### src/rtl/satu_pkg.sv
// Shared types for the shift-and-saturate unit.
// Assumes nothing beyond a SystemVerilog compile of this package first.
package satu_pkg;
    typedef enum logic {
        SHIFT_LSL = 1'b0,
        SHIFT_ASR = 1'b1
    } shift_kind_e;
endpackage

### src/rtl/satu_shifter.sv
// Normalizing shifter: logical left or arithmetic right by 0..DATA_W-1.
// Assumes DATA_W is a power of two so that SHAMT_W covers every distance.
module satu_shifter #(
    parameter int DATA_W  = 32,
    parameter int SHAMT_W = $clog2(DATA_W)
) (
    input  logic [DATA_W-1:0]  din,
    input  satu_pkg::shift_kind_e kind,
    input  logic [SHAMT_W-1:0] amt,
    output logic [DATA_W-1:0]  dout
);
    // Select the shift direction; left shift drops bits past the top.
    always_comb begin
        if (kind == satu_pkg::SHIFT_ASR)
            dout = DATA_W'($signed(din) >>> amt);
        else
            dout = din << amt;
    end
endmodule

### src/rtl/satu_clamp.sv
// Range test and clamp. Signed width is sel+1, unsigned width is sel.
// Assumes the input is a DATA_W-bit two's-complement value.
module satu_clamp #(
    parameter int DATA_W = 32,
    parameter int SEL_W  = $clog2(DATA_W)
) (
    input  logic [DATA_W-1:0] value,
    input  logic              is_signed,
    input  logic [SEL_W-1:0]  sel,
    output logic [DATA_W-1:0] clamped,
    output logic              sat
);
    logic [DATA_W-1:0] all_ones;
    logic [DATA_W-1:0] s_upper;
    logic [DATA_W-1:0] u_upper;
    logic [DATA_W-1:0] s_min;
    logic [DATA_W-1:0] s_max;
    logic [DATA_W-1:0] u_max;
    logic              s_fits;
    logic              u_fits;

    // Derive the bits above the allowed width and the clamp limits.
    always_comb begin
        all_ones = '1;
        s_upper  = DATA_W'($signed(value) >>> sel);
        u_upper  = value >> sel;
        s_fits   = (s_upper == '0) || (s_upper == all_ones);
        u_fits   = (u_upper == '0);
        s_min    = all_ones << sel;
        s_max    = ~s_min;
        u_max    = ~(all_ones << sel);
    end

    // Pick pass-through or the appropriate limit for the selected mode.
    always_comb begin
        if (is_signed) begin
            sat     = !s_fits;
            clamped = s_fits ? value : (value[DATA_W-1] ? s_min : s_max);
        end else begin
            sat     = !u_fits;
            clamped = u_fits ? value : (value[DATA_W-1] ? '0 : u_max);
        end
    end
endmodule

### src/rtl/satu_qflag.sv
// Sticky saturation flag. A set on the same edge as a clear wins.
// Assumes set is already qualified by a valid operation.
module satu_qflag (
    input  logic clk,
    input  logic rst_n,
    input  logic set,
    input  logic clr,
    output logic flag
);
    // Hold, set or clear the sticky bit.
    always_ff @(posedge clk) begin
        if (!rst_n)
            flag <= 1'b0;
        else if (set)
            flag <= 1'b1;
        else if (clr)
            flag <= 1'b0;
    end
endmodule

### src/rtl/sat_shift_unit.sv
// Shift-and-saturate unit: shift, range test, clamp, then one register
// stage. Assumes control inputs are stable whenever op_valid is high.
module sat_shift_unit #(
    parameter int DATA_W  = 32,
    localparam int SEL_W  = $clog2(DATA_W)
) (
    input  logic              clk,
    input  logic              rst_n,
    input  logic              op_valid,
    input  logic [DATA_W-1:0] operand,
    input  logic              shift_kind,
    input  logic [SEL_W-1:0]  shift_amt,
    input  logic              is_signed,
    input  logic [SEL_W-1:0]  sat_sel,
    input  logic              q_clear,
    output logic [DATA_W-1:0] result,
    output logic              res_valid,
    output logic              sat_hit,
    output logic              q_flag
);
    logic [DATA_W-1:0] shifted;
    logic [DATA_W-1:0] clamped;
    logic              sat_now;
    satu_pkg::shift_kind_e kind_e;

    assign kind_e = satu_pkg::shift_kind_e'(shift_kind);

    satu_shifter #(.DATA_W(DATA_W), .SHAMT_W(SEL_W)) u_shift (
        .din  (operand),
        .kind (kind_e),
        .amt  (shift_amt),
        .dout (shifted)
    );

    satu_clamp #(.DATA_W(DATA_W), .SEL_W(SEL_W)) u_clamp (
        .value     (shifted),
        .is_signed (is_signed),
        .sel       (sat_sel),
        .clamped   (clamped),
        .sat       (sat_now)
    );

    satu_qflag u_qflag (
        .clk   (clk),
        .rst_n (rst_n),
        .set   (op_valid && sat_now),
        .clr   (q_clear),
        .flag  (q_flag)
    );

    // Register the result; hold it across idle cycles.
    always_ff @(posedge clk) begin
        if (!rst_n)
            result <= '0;
        else if (op_valid)
            result <= clamped;
    end

    // Register the per-operation valid and saturation pulses.
    always_ff @(posedge clk) begin
        if (!rst_n) begin
            res_valid <= 1'b0;
            sat_hit   <= 1'b0;
        end else begin
            res_valid <= op_valid;
            sat_hit   <= op_valid && sat_now;
        end
    end
endmodule


### config.mk
export PLATFORM = sky130hd
export DESIGN_NAME = sat_shift_unit
export DESIGN_NICKNAME = d
export VERILOG_FILES = /design/src/rtl/satu_pkg.sv /design/src/rtl/satu_shifter.sv /design/src/rtl/satu_clamp.sv /design/src/rtl/satu_qflag.sv /design/src/rtl/sat_shift_unit.sv
export SDC_FILE = /design/constraint.sdc
export NUM_CORES = 1
export LEC_CHECK = 0
export ABC_CLOCK_PERIOD_IN_PS = 11200
export CORE_MARGIN = 2
export CORE_UTILIZATION = 66
export CTS_BUF_LIST = sky130_fd_sc_hd__clkbuf_16
export CTS_CLUSTER_DIAMETER = 100
export DETAILED_ROUTE_END_ITERATION = 7
export PLACE_DENSITY_LB_ADDON = 0.05
export SYNTH_ARGS = -nofsm -noshare
export SYNTH_HDL_FRONTEND = slang
export SYNTH_HIERARCHICAL = 1
export SYNTH_SLANG_ARGS = --single-unit
### constraint.sdc
create_clock -name clk -period 11.2 [get_ports clk]
set_clock_uncertainty 0.2 [all_clocks]
set_input_delay 3.36 -clock clk [delete_from_list [all_inputs] [get_ports clk]]
set_output_delay 3.36 -clock clk [all_outputs]
set_load 0.01 [all_outputs]
==> metrics.yaml <==
status: "finished with violations"
violations: "design-rule violations"
critPathCaptureType: "flop"
grt_pass1_wl_mm: 48.5
min_from: "result[26]"
hold_viol_final: 0
critical_path_class: "in -> reg"
final_layout_size_suffix_gt1_share_pct: 21.6
ant_nets: 0
cts_root_buf: "clkbuf_16"
grt_pass1_vias: 8403
min_period_ns: 9.77
fill_cells: 1053
hold-path-endpoint: "result[26]"
critical_path_required_ns: 11.17
r2r_setup_slack_ns: 10.29
final_max_slew_viol_count: 0
crit_arrival_ns: 9.74
vias: 9184
cts_hold_buf: 0
whs_ns: 0.322
first_pass_iters: 8
ys_ff_latch: 35
relSlewSlack_pct: 19.2
yosysUniqueCellTypes: 79
synth_flop_cell: "dfxtp_1"
period_share_pct: 87.2
overflow: 0
yosysSeqAreaShare_pct: 7.63
startpoint_type: "primary input"
wirelength_mm: 31.4
setup_viol: 0
path_max_fanout: 78
drc_errors: 1
grt_antenna_before_repair: 0
regToRegStartpoint: "result[11]"
grt_use_total_pct: 42.3
initial_core_util_pct: 67.0
final_cell_mix: "mux2i_1 (119), nor2_1 (85), mux2_2 (82)"
cts_buffer_depth: 2
fin_cells: 1182
cts_setup_buffers: 0
syn_area_um2: 9190
syn-num-nets: 1079
grt_start_max_net_pins: 95
tightest_slew_ns: 1.21
finalSetupTns_ns: 0
viasPerCell: 7.77
synth_cells: 1000
fp.dieH_um: 122
place_congestion: 1.06
place_hpwl_mm: 22.6
p_leak_nw: 3.77
worstReg2RegEnd: "result[11]"
placed_cells: 1174
cts_tree: "built"
die_x_um: 122
dieArea_um2: 14900
synth_edf_count: 0
hold_path.class: "reg -> reg"
io_pins: 83
clk_pin_slew_ns: 0.06
drtIter0Drc: 1679
diodes: 0
fin_util_pct: 71.2
h-tree-depth: 2
rows: 43
clock_latency_ns: 0.27
final_net_count: 1080
timing.fmax_mhz: 102
rr_worst_depth: 2
syn2layout_area_growth_pct: 6.33
peakVddDrop_uv: 109
numClockSinks: 35
async_flop_share_pct: 0
cellPowerDensity_nw_per_um2: 86.0
final_common_cell: "mux2i_1"
cts_buffers: 5
syn_area_per_cell_um2: 9.19
final_area_um2: 9770
numPortBuffers: 82
cts-resized-gates: 0
cap_violations: 0
routedWlPerCell_um: 26.6
rsz0062_at_grt: "no"
holdPathStages: 2
yosysWarnings: 6
place_area_um2: 9600
core_area_um2: 13700
-- power by group --
group          total [mW]  leakage [nW]  internal, mW  switching, mW
Sequential          0.143         0.288         0.135        0.00757
Combinational       0.540          3.40         0.235          0.305
Clock               0.157        0.0838         0.105         0.0527
-- flip-flops by register name (all words and copies together) (netlist names) --
| name | flops |
|---|---|
| sat_hit | 1 |
| result | 32 |
| res_valid | 1 |
| u_qflag/flag | 1 |
-- kinds of logic (layout without fill, tap and decap cells) --
family | count (synthesis) | count (layout) | share of synthesized area (%)
AND/OR/NAND/NOR | 275 | 275 | 14.8
buffers and inverters | 142 | 144 | 9.46
multiplexers | 298 | 298 | 47.5
flip-flops | 35 | 35 | 7.63
adder cells (fa/ha/maj) | 31 | 31 | 4.22
AO/OA/AOI/OAI | 219 | 219 | 16.4
-- metrics by stage --
stage                     total power [mW]  worst slack [ns]
after global placement               0.653              1.55
after detailed placement             0.657              1.46
final                                0.840              1.43
after global routing                 0.874              1.29
after CTS                            0.819              1.72
after floorplan                      0.513              3.10
-- worst max path at each step --
stage | depth (start not counted) | slack [ns] | from | end
CTS | 17 | 1.72 | shift_amt[1] | result[28]
detailed placement | 17 | 1.46 | shift_amt[1] | result[24]
finish | 17 | 1.43 | shift_amt[1] | result[28]
global route | 17 | 1.29 | shift_amt[1] | result[28]
global placement | 17 | 1.55 | shift_amt[1] | result[21]
floorplan | 18 | 3.10 | shift_amt[0] | result[0]
-- cells in the mapped netlist (12+ instances only) --
cell type	instances	area [um^2]
inv_1	36	135
mux4_2	78	1760
nand3_1	12	60.1
ha_1	31	388
nor2_1	85	319
mux2_2	82	923
mux4_1	16	420
nor3_1	20	100
a21oi_1	42	210
o21ai_0	39	195
dfxtp_1	35	701
clkbuf_1	41	154
nor2b_1	37	231
mux2i_1	119	1190
buf_2	19	95.1
a211oi_1	12	90.1
o22ai_1	21	131
nand2_1	68	255
-- area by class of cell --
cell class | instances | area [um^2] | share of cell area, %
clock buffers | 5 | 125 | 1.28
flip-flops and latches | 35 | 701 | 7.17
clock inverters | 3 | 43.8 | 0.448
multi-input cells | 823 | 7620 | 78.0
well taps | 180 | 225 | 2.31
inverters | 37 | 139 | 1.42
repair buffers | 99 | 918 | 9.40
-- critical path, cell delays in order --
cell and delay, ns:
buf_4 0.72, mux4_2 0.42, nor2_1 0.07, o32ai_1 0.53
a21oi_1 0.14, a21oi_1 0.80, mux4_1 0.48, mux2i_1 0.15
o311ai_0 0.33, o21ai_0 0.15, or4b_1 0.49, or4_4 0.56
o22ai_4 0.46, buf_4 0.39, mux2_2 0.40, mux2i_1 0.19
nor2b_1 0.07
-- layer usage --
metal  GRT usage [%]  vias to the layer above  wire (um)
li1                -                     3896          -
met1            63.6                     4336      12700
met2            57.8                      818      12800
met3            12.8                      134       4860
met4            12.8                        0       1080
met5               0                        -          0
Note: power is estimated with default switching activity, not from simulation.
